$ cat config.mk
export PLATFORM = sky130hd
export DESIGN_NAME = cgen_clkrst
export DESIGN_NICKNAME = d
export VERILOG_FILES = /design/src/rtl/cgen_pkg.sv /design/src/rtl/cgen_div.sv /design/src/rtl/cgen_toggle.sv /design/src/rtl/cgen_sync.sv /design/src/rtl/cgen_clkrst.sv
export SDC_FILE = /design/constraint.sdc
export NUM_CORES = 1
export LEC_CHECK = 0
export CORE_AREA = 2 2 39 41
export DETAILED_ROUTE_END_ITERATION = 7
export DIE_AREA = 0 0 41 43
export DONT_BUFFER_PORTS = 1
export PLACE_DENSITY = 0.48
export RECOVER_POWER = 50
export REMOVE_ABC_BUFFERS = 1
export SLEW_MARGIN = 20
export SYNTH_ARGS = -nofsm -noshare
export SYNTH_HDL_FRONTEND = slang
export SYNTH_SLANG_ARGS = --single-unit
$ cat constraint.sdc
create_clock -name clk_i -period 3.1 [get_ports clk_i]
set_input_delay 0.31 -clock clk_i [delete_from_list [all_inputs] [get_ports clk_i]]
set_output_delay 0.31 -clock clk_i [all_outputs]
set_load 0.005 [all_outputs]
$ cat src/rtl/cgen_pkg.sv
package cgen_pkg;
  localparam int unsigned DIV_RATIO_DEF  = 3;
  localparam int unsigned SYNC_DEPTH_DEF = 2;

  typedef struct packed {
    logic req;
    logic en_n;
  } rdy_src_t;
endpackage

$ cat src/rtl/cgen_div.sv
module cgen_div #(
  parameter int unsigned DIV = 3
) (
  input  logic clk_i,
  input  logic rst_ni,
  input  logic tick_i,
  input  logic hold_i,
  output logic div_o,
  output logic fall_o
);
  localparam int unsigned CW = (DIV > 2) ? $clog2(DIV) : 1;
  localparam logic [CW-1:0] LAST = CW'(DIV - 1);

  logic [CW-1:0] cnt_q, cnt_d;
  logic          out_q, out_d;

  always_comb begin
    cnt_d = cnt_q;
    if (hold_i) begin
      cnt_d = '0;
    end else if (tick_i) begin
      cnt_d = (cnt_q == LAST) ? '0 : cnt_q + 1'b1;
    end
    out_d = (cnt_d == LAST);
  end

  always_ff @(posedge clk_i or negedge rst_ni) begin
    if (!rst_ni) begin
      cnt_q <= '0;
      out_q <= 1'b0;
    end else begin
      cnt_q <= cnt_d;
      out_q <= out_d;
    end
  end

  assign div_o  = out_q;
  assign fall_o = out_q & ~out_d;
endmodule

$ cat src/rtl/cgen_toggle.sv
module cgen_toggle (
  input  logic clk_i,
  input  logic rst_ni,
  input  logic en_i,
  output logic q_o
);
  logic q_q, q_d;

  always_comb begin
    q_d = q_q;
    if (en_i) q_d = ~q_q;
  end

  always_ff @(posedge clk_i or negedge rst_ni) begin
    if (!rst_ni) q_q <= 1'b0;
    else         q_q <= q_d;
  end

  assign q_o = q_q;
endmodule

$ cat src/rtl/cgen_sync.sv
module cgen_sync #(
  parameter int unsigned STAGES  = 2,
  parameter logic        RST_VAL = 1'b0
) (
  input  logic clk_i,
  input  logic rst_ni,
  input  logic en_i,
  input  logic d_i,
  output logic q_o
);
  logic [STAGES-1:0] st_q, st_d;

  for (genvar i = 0; i < STAGES; i++) begin : g_stage
    if (i == 0) begin : g_first
      assign st_d[i] = en_i ? d_i : st_q[i];
    end else begin : g_next
      assign st_d[i] = en_i ? st_q[i-1] : st_q[i];
    end
  end

  always_ff @(posedge clk_i or negedge rst_ni) begin
    if (!rst_ni) st_q <= {STAGES{RST_VAL}};
    else         st_q <= st_d;
  end

  assign q_o = st_q[STAGES-1];
endmodule

$ cat src/rtl/cgen_clkrst.sv
module cgen_clkrst
  import cgen_pkg::*;
#(
  parameter int unsigned DIV_RATIO  = DIV_RATIO_DEF,
  parameter int unsigned SYNC_DEPTH = SYNC_DEPTH_DEF
) (
  input  logic clk_i,
  input  logic rst_ni,
  input  logic osc_tick_i,
  input  logic ext_tick_i,
  input  logic src_sel_i,
  input  logic phase_sync_i,
  input  logic rst_req_i,
  input  logic rdy_a_i,
  input  logic rdy_a_en_ni,
  input  logic rdy_b_i,
  input  logic rdy_b_en_ni,
  output logic cpu_clk_o,
  output logic per_clk_o,
  output logic cpu_rst_o,
  output logic ready_o
);
  logic     src_tick;
  logic     cpu_fall;
  logic     rdy_any;
  rdy_src_t rdy_a, rdy_b;

  // source selection
  assign src_tick = src_sel_i ? ext_tick_i : osc_tick_i;

  // divide-by-three core
  cgen_div #(.DIV(DIV_RATIO)) u_div (
    .clk_i  (clk_i),
    .rst_ni (rst_ni),
    .tick_i (src_tick),
    .hold_i (phase_sync_i),
    .div_o  (cpu_clk_o),
    .fall_o (cpu_fall)
  );

  // peripheral clock halves the processor clock
  cgen_toggle u_per (
    .clk_i  (clk_i),
    .rst_ni (rst_ni),
    .en_i   (cpu_fall),
    .q_o    (per_clk_o)
  );

  // reset request aligned to processor clock falling edges
  cgen_sync #(.STAGES(SYNC_DEPTH), .RST_VAL(1'b1)) u_rst_sync (
    .clk_i  (clk_i),
    .rst_ni (rst_ni),
    .en_i   (cpu_fall),
    .d_i    (rst_req_i),
    .q_o    (cpu_rst_o)
  );

  // qualified ready merge
  assign rdy_a   = '{req: rdy_a_i, en_n: rdy_a_en_ni};
  assign rdy_b   = '{req: rdy_b_i, en_n: rdy_b_en_ni};
  assign rdy_any = (rdy_a.req & ~rdy_a.en_n) | (rdy_b.req & ~rdy_b.en_n);

  cgen_sync #(.STAGES(SYNC_DEPTH), .RST_VAL(1'b0)) u_rdy_sync (
    .clk_i  (clk_i),
    .rst_ni (rst_ni),
    .en_i   (cpu_fall),
    .d_i    (rdy_any),
    .q_o    (ready_o)
  );
endmodule

==> results.json, run 1 <==
{
  "vias": 226,
  "tightestPinTransition_ns": 0.407,
  "critical_path_required_ns": 3.24,
  "ys_seq_elements": 8,
  "met3_usage_pct": 5.76,
  "synth_most_common_cell": "dfrtp_1",
  "rsz0062_at_grt": "false",
  "hold_start": "phase_sync_i",
  "worstRegToRegCells": 4,
  "route.detailed.drc": 0,
  "start_kind": "register",
  "startpoint": "u_div.cnt_q[0]",
  "cp_max_fo": 5,
  "reg2reg_to": "u_rdy_sync.st_q[1]",
  "clkTransAtPathRegs_ns": 0.06,
  "port_buffers": 0,
  "yosys_warnings": 0,
  "synth_top_area_share_pct": 39.1,
  "finalSetupViolCount": 0,
  "finalHoldViolCount": 0,
  "ys_seq_area_share_pct": 52.8,
  "power.density_nw_per_um2": 732,
  "period_minus_slack_ns": 1.46,
  "grt_use_met1_pct": 10.2,
  "gp_congestion": 0.603,
  "p_leak_nw": 0.199,
  "min_to": "u_div.cnt_q[0]",
  "holdWs_ns": 0.112,
  "finalMaxSlewViolations": 0,
  "dp_hpwl_um": 591,
  "core-area_um2": 1380,
  "slew_headroom_pct": 72.3,
  "path_class": "register to register",
  "reg2reg_slack_ns": 1.64,
  "syn_area_per_cell_um2": 13.2,
  "grt_pass1_wl_um": 1170,
  "synth_area_um2": 384,
  "drv_cap": 0,
  "synthArstFlopShare_pct": 100,
  "synthTopCellsByCount": "6 x dfrtp_1, 4 x mux2_4, 3 x nand2_1",
  "postCtsResizedCells": 0,
  "root_buffer": "clkbuf_4",
  "yosys.area.top_type": "dfrtp_1",
  "die_y_um": 43,
  "dr.first_iter.drc_count": 1,
  "ir_worst_vdd_uv": 196,
  "num_io_pins": 15,
  "synth_cell_type_count": 15,
  "cts_tree": "yes",
  "syn_to_final_growth_pct": 14.7,
  "die_w_um": 41,
  "status": "finished, final reports clean",
  "hold_depth": 1,
  "dieArea_um2": 1760,
  "min_path_type": "input pin to register",
  "initial_core_util_pct": 27.8,
  "syn_inst": 29,
  "cts_max_path_buffers": 2,
  "setup-tns-final_ns": 0,
  "std_cell_rows": 14,
  "vias_per_cell": 4.52,
  "fmax_mhz": 686,
  "grt_pass1_vias": 276,
  "cts.sinks": 8,
  "ctsHtreeMaxLevel": 1,
  "globalRouteMet2Util_pct": 16.3,
  "ant_nets": 0,
  "cp.arrival_ns": 1.60,
  "synth-edff-count": 0,
  "wl_um": 760,
  "grt-ovfl-total": 0,
  "yosys-top-cells-area": "dfrtp_1 39%, mux2_4 16%, dfstp_2 14%",
  "postCtsSetupBuffers": 0,
  "finalClockSkew_ns": 0.00622,
  "firstDrtPassIters": 2,
  "fin_total_pwr_w": 0.000322,
  "clock_latency_ns": 0.25,
  "antenna_found_initial": 0,
  "nets": 46,
  "drive_gt1_share_pct": 38.2,
  "grt_max_degree": 9,
  "n_antenna_cell": 0,
  "end_kind": "register",
  "grt_busiest_layer": "met2",
  "ys.flop_type": "dfrtp_1",
  "cts_made_buffers": 3,
  "period_share_pct": 47.0,
  "rr_startpoint": "u_div.cnt_q[0]",
  "grtUsageTotal_pct": 10.7,
  "wl_per_cell_um": 15.2
}
worst max-delay path by stage:
stage                                    end  cells after the start
after detailed placement  u_rdy_sync.st_q[1]                      4
after global routing      u_rdy_sync.st_q[1]                      4
after floorplan           u_rdy_sync.st_q[0]                      4
after CTS                 u_rdy_sync.st_q[1]                      4
final                     u_rdy_sync.st_q[1]                      4
after global placement    u_rdy_sync.st_q[0]                      4
per-stage QoR:
step	cells	utilization (%)	area [um^2]	setup WS (ns)
finish	50	31.8	440	1.64
global route	50	31.8	440	1.55
CTS	50	31.8	440	1.64
detailed placement	45	29.2	404	1.62
global placement	45	29.2	404	1.68
floorplan	29	-	384	1.72
layer usage:
layer / share of wire (%) / up-vias
li1: - / 111
met1: 36 / 107
met2: 56 / 8
met3: 7.0 / 0
met4: 0 / 0
met5: 0 / -
worst max-delay path, stage by stage, from the launching register on:
cell      delay [ns]
dfrtp_1         0.43
nor3b_1         0.29
nand2_1         0.14
nand3b_4        0.16
mux2_4          0.31
cell families after synthesis:
logic type	count (synthesis)	synth area share (%)
compound gates	4	6.52
simple gates	9	17.3
xor+xnor	1	2.28
mux	5	19.2
flops	8	52.8
buf+inv	2	1.96
placed cells by master, fill, tap and decap left out:
master         count
dfstp_2            2
nor3_1             1
dfrtp_1            6
nand3b_4           1
inv_1              2
clkbuf_4           3
clkbuf_1           1
xnor2_1            1
nand2_1            3
a21o_2             1
a21oi_1            2
mux2_4             4
dlygate4sd3_1      1
mux2i_2            1
o22ai_1            1
nor2_1             2
nor4b_2            1
nor3b_1            1
where the power goes:
group          internal [W]  switching (W)  total [W]
clock network     0.0000494      0.0000375  0.0000868
registers          0.000147      0.0000267   0.000173
logic             0.0000439      0.0000181  0.0000620
total              0.000240      0.0000822   0.000322
layout make-up:
type / count / area (um^2)
well taps: 16 / 20.0
clock buffers: 4 / 26.3
repair buffers: 1 / 10.0
flip-flops and latches: 8 / 203
inverters: 2 / 7.51
fillers: 138 / 943
multi-input cells: 19 / 174
registers in the layout (all words and copies together), names as in the netlist:
register         cells
u_div.cnt_q          2
u_div.div_o          1
u_per.q_o            1
u_rdy_sync.st_q      2
u_rst_sync.st_q      2
repair_timing:
action                                  in CTS  in global routing
hold endpoints to repair                     8                  0
hold buffers                                 1                  0
endpoints found under the setup margin       0                  0
Power figures use the tool's default switching activity.
==> inputs of run 2 (changes only) <==
Settings changed: PLACE_DENSITY 0.48 to 0.5.
Clock period 3.1 ns to 1.3 ns, I/O delays scaled along.
==> results.json, run 2 (synthesized netlist as in run 1, its figures left out) <==
{
  "wl_per_cell_um": 13.1,
  "core-area_um2": 1380,
  "path_class": "register to register",
  "drive_gt1_share_pct": 47.5,
  "combPwrFrac_pct": 21.5,
  "firstDrtPassIters": 1,
  "tightestPinTransition_ns": 0.449,
  "p_switching_w": 0.000198,
  "min_path_type": "input pin to register",
  "fmax_mhz": 742,
  "layout_common_cells": "6 x dfrtp_1, 5 x buf_4, 4 x mux2_4",
  "cp_max_fo": 5,
  "grt_pass1_wl_um": 1160,
  "nets": 52,
  "placed_cell_area_um2": 427,
  "dieArea_um2": 1760,
  "period_share_pct": 104,
  "n_antenna_cell": 0,
  "ant_nets": 0,
  "finalSetupViolCount": 4,
  "vias_per_cell": 4.68,
  "die_y_um": 43,
  "slew_headroom_pct": 69.5,
  "pre_cts_slack_ns": -0.121,
  "end_kind": "register",
  "start_kind": "register",
  "die_w_um": 41,
  "dp_hpwl_um": 554,
  "grt_pass1_vias": 272,
  "final_common_cell": "dfrtp_1",
  "reg_top3": "u_div.cnt_q: 2 flops, u_rdy_sync.st_q: 2 flops, u_rst_sync.st_q: 2 flops",
  "reg2reg_slack_ns": -0.05,
  "grtUsageTotal_pct": 10.4,
  "violations": "setup timing",
  "clkTransAtPathRegs_ns": 0.06,
  "route.detailed.drc": 0,
  "ctsHtreeMaxLevel": 1,
  "finalHoldViolCount": 0,
  "std_cell_rows": 14,
  "cts.sinks": 8,
  "rsz0062_at_grt": "true",
  "final_cell_area_um2": 502,
  "p_leak_nw": 0.233,
  "antenna_found_initial": 0,
  "final_util_pct": 36.3,
  "sw_frac_of_total_pct": 25.3,
  "period_minus_slack_ns": 1.35,
  "pwr-share-seq_pct": 52.0,
  "root_buffer": "clkbuf_4",
  "setup-tns-final_ns": -0.119,
  "initial_core_util_pct": 27.8,
  "cts_tree": "yes",
  "cts_made_buffers": 3,
  "dr.first_iter.drc_count": 0,
  "finalMaxSlewViolations": 0,
  "clkPwrFrac_pct": 26.5,
  "p_int_w": 0.000587,
  "cp.arrival_ns": 1.49,
  "fin_ws_ns": -0.0483,
  "clock_latency_ns": 0.26,
  "cts_max_path_buffers": 2,
  "critical_path_required_ns": 1.44,
  "status": "finished, violations left",
  "vias": 262,
  "num_io_pins": 15,
  "finalClockSkew_ns": 0.00510,
  "syn_to_final_growth_pct": 30.6,
  "grt-ovfl-total": 0,
  "fin_cells": 56,
  "power.density_nw_per_um2": 1560,
  "port_buffers": 0,
  "grt_max_degree": 9,
  "drv_cap": 0,
  "ir_worst_vdd_uv": 406,
  "wl_um": 734,
  "gp_congestion": 0.639,
  "dp.cells": 48
}
==> run 2: final cells by class <==
class | count | area [um^2]
fill | 144 | 882
sequential | 8 | 203
multi-input combinational | 19 | 188
timing repair buffer | 7 | 57.6
clock buffer | 4 | 26.3
tap | 16 | 20.0
inverter | 2 | 7.51
==> run 2: per-stage QoR <==
step | hold WS, ns | total power, W
2_1_floorplan | -0.166 | 0.000528
3_3_place_gp | -0.165 | 0.000554
3_5_place_dp | -0.165 | 0.000565
4_1_cts | 0.0231 | 0.000798
5_1_grt | 0.00996 | 0.000840
6_report | 0.0277 | 0.000785
==> run 2: timing repair <==
item | 4_1_cts | 5_1_grt
endpoints found under the hold margin | 10 | 0
setup endpoints to repair | 4 | 5
buffers inserted | 2 | 0
hold buffers | 2 | 0
pin swaps | 1 | 0
gates resized for setup | 2 | 0
==> run 2: path summary, 6_finish.rpt <==
kind                           startpoint                 end  cells past startpoint
min in group asynchronous          rst_ni         u_div.div_o                      1
max in group asynchronous          rst_ni  u_rst_sync.st_q[0]                      1
min                             rst_req_i  u_rst_sync.st_q[0]                      1
max reg2reg                u_div.cnt_q[1]  u_rdy_sync.st_q[0]                      3
max                        u_div.cnt_q[1]  u_rdy_sync.st_q[0]                      3
min reg2reg                     u_per.q_o           u_per.q_o                      1
==> run 2: worst max-delay path, cell delays in order, from the launching register on <==
cell	delay, ns
dfrtp_1	0.41
nor4b_4	0.29
nand3b_4	0.23
mux2_4	0.31
==> run 2: per-layer routing <==
layer | global-route usage (%) | part of all wire [%] | vias to the layer above
met2 | 13.1 | 49 | 14
met4 | 8.00 | 2.0 | 0
met5 | 0 | 0 | -
met3 | 6.28 | 9.0 | 2
met1 | 12.2 | 40 | 124
li1 | - | - | 122
==> run 2: power groups by stage <==
| stage | sequential [W] | clock, W | combinational (W) |
|---|---|---|---|
| 2_1_floorplan | 0.000400 | 0 | 0.000128 |
| 3_3_place_gp | 0.000409 | 0 | 0.000145 |
| 3_5_place_dp | 0.000414 | 0 | 0.000151 |
| 4_1_cts | 0.000410 | 0.000216 | 0.000171 |
| 5_1_grt | 0.000422 | 0.000236 | 0.000182 |
| 6_report | 0.000408 | 0.000208 | 0.000169 |
==> inputs of run 3 (changes only) <==
Settings changed: PLACE_DENSITY 0.5 to not set.
==> results.json, run 3 (synthesized netlist as in run 1, its figures left out) <==
{
  "status": "finished, violations left",
  "violations": "setup timing",
  "critical_path_required_ns": 1.43,
  "drive_gt1_share_pct": 53.7,
  "finalClockSkew_ns": 0.00142,
  "grt_pass1_wl_um": 1420,
  "clock_latency_ns": 0.25,
  "gp_congestion": 0.608,
  "final_cell_area_um2": 524,
  "cp.arrival_ns": 1.55,
  "worstRegToRegCells": 3,
  "reg2reg_to": "u_rdy_sync.st_q[1]",
  "min_path_type": "input pin to register",
  "period_share_pct": 109,
  "grtUsageTotal_pct": 13.2,
  "p_int_w": 0.000591,
  "rsz0062_at_grt": "true",
  "min_to": "u_rst_sync.st_q[0]",
  "finalSetupViolCount": 5,
  "cts.sinks": 8,
  "p_leak_nw": 0.250,
  "cts_tree": "yes",
  "startpoint": "u_div.cnt_q[1]",
  "syn_to_final_growth_pct": 36.5,
  "end_kind": "register",
  "route.detailed.drc": 0,
  "fin_cells": 57,
  "period_minus_slack_ns": 1.42,
  "p_switching_w": 0.000211,
  "hold_start": "rst_req_i",
  "hold_depth": 1,
  "layout_common_cells": "6 x buf_4, 6 x dfrtp_1, 4 x mux2_4",
  "finalHoldViolCount": 0,
  "combPwrFrac_pct": 24.1,
  "vias_per_cell": 4.91,
  "path_class": "register to register",
  "ctsHtreeMaxLevel": 1,
  "num_io_pins": 15,
  "fin_ws_ns": -0.117,
  "power.density_nw_per_um2": 1530,
  "ant_nets": 0,
  "clkTransAtPathRegs_ns": 0.05,
  "dp_hpwl_um": 743,
  "tightestPinTransition_ns": 0.385,
  "wl_per_cell_um": 16.2,
  "grt-ovfl-total": 0,
  "grt_pass1_vias": 340,
  "nets": 54,
  "start_kind": "register",
  "wl_um": 924,
  "std_cell_rows": 14,
  "initial_core_util_pct": 27.8,
  "fmax_mhz": 706,
  "reg2reg_slack_ns": -0.12,
  "n_antenna_cell": 0,
  "vias": 280,
  "placed_cell_area_um2": 442,
  "firstDrtPassIters": 1,
  "sw_frac_of_total_pct": 26.3,
  "dr.first_iter.drc_count": 0,
  "dp.cells": 50,
  "ir_worst_vdd_uv": 527,
  "drv_cap": 0,
  "finalMaxSlewViolations": 0,
  "fill_cells": 136,
  "grt_max_degree": 9,
  "cts_max_path_buffers": 2,
  "rr_startpoint": "u_div.cnt_q[1]",
  "cts_made_buffers": 3,
  "core-area_um2": 1380,
  "clkPwrFrac_pct": 23.4,
  "die_w_um": 41,
  "die_y_um": 43,
  "root_buffer": "clkbuf_4",
  "pwr-share-seq_pct": 52.5,
  "port_buffers": 0,
  "antenna_found_initial": 0,
  "slew_headroom_pct": 74.2,
  "reg_top3": "u_div.cnt_q: 2 flops, u_rdy_sync.st_q: 2 flops, u_rst_sync.st_q: 2 flops",
  "dieArea_um2": 1760,
  "cp_max_fo": 5
}
## run 3: changes by cell type in the layout (fill, tap and decap cells not counted), sizes merged
| cell | delta |
|---|---|
| clkbuf | -1 |
| buf | +2 |
## run 3: what timing repair did
item                                    CTS  global route
endpoints found under the setup margin    5             5
endpoints found under the hold margin    10             0
gates resized for setup                   2             2
buffers inserted                          1             1
hold buffers                              2             0
pin swaps                                 1             0
## run 3: cell type report
type | count | area [um^2] | area share (%)
Inverter | 2 | 7.51 | 1.43
Timing Repair Buffer | 9 | 76.3 | 14.6
Clock buffer | 3 | 22.5 | 4.30
Sequential cell | 8 | 203 | 38.7
Tap cell | 16 | 20.0 | 3.82
Multi-Input combinational cell | 19 | 195 | 37.2
## run 3: routing by layer
metal  up-vias  wire [um]  GRT usage (%)
li1        126          -              -
met1       138        269           8.82
met2        16        566           24.1
met3         0         88           6.28
met4         0          0           10.0
met5         -          0              0
## run 3: per-stage QoR
| step | hold WS (ns) | setup WS, ns | TNS [ns] | utilization, % | total power, W |
|---|---|---|---|---|---|
| finish | 0.0317 | -0.117 | -0.438 | 37.9 | 0.000802 |
| global route | 0.00822 | -0.164 | -0.680 | 37.9 | 0.000862 |
| CTS | 0.0262 | -0.116 | -0.381 | 36.5 | 0.000798 |
| detailed placement | -0.165 | -0.174 | -0.663 | 31.9 | 0.000588 |
| global placement | -0.165 | -0.0283 | -0.0564 | 31.9 | 0.000558 |
| floorplan | -0.166 | -0.0356 | -0.0713 | - | 0.000528 |
## run 3: worst max-delay path, cell delays in order, from the launching register on
cell      delay, ns
dfrtp_1        0.42
nor4b_4        0.32
nand3b_4       0.24
mux2_4         0.31
## run 3: worst max path at each step
stage                               endpoint  slack [ns]  depth (start not counted)
after floorplan           u_rdy_sync.st_q[0]       -0.04                          3
after global placement    u_rdy_sync.st_q[0]       -0.03                          3
after detailed placement  u_rdy_sync.st_q[1]       -0.17                          3
after CTS                 u_rdy_sync.st_q[0]       -0.12                          3
after global routing      u_rdy_sync.st_q[0]       -0.16                          3
final                     u_rdy_sync.st_q[1]       -0.12                          3
## run 3: power groups by stage
| stage | clock network [W] | registers (W) | logic (W) |
|---|---|---|---|
| 2_1_floorplan | 0 | 0.000400 | 0.000128 |
| 4_1_cts | 0.000195 | 0.000419 | 0.000183 |
| 3_3_place_gp | 0 | 0.000408 | 0.000150 |
| 5_1_grt | 0.000220 | 0.000435 | 0.000208 |
| 3_5_place_dp | 0 | 0.000422 | 0.000165 |
| 6_report | 0.000187 | 0.000421 | 0.000193 |
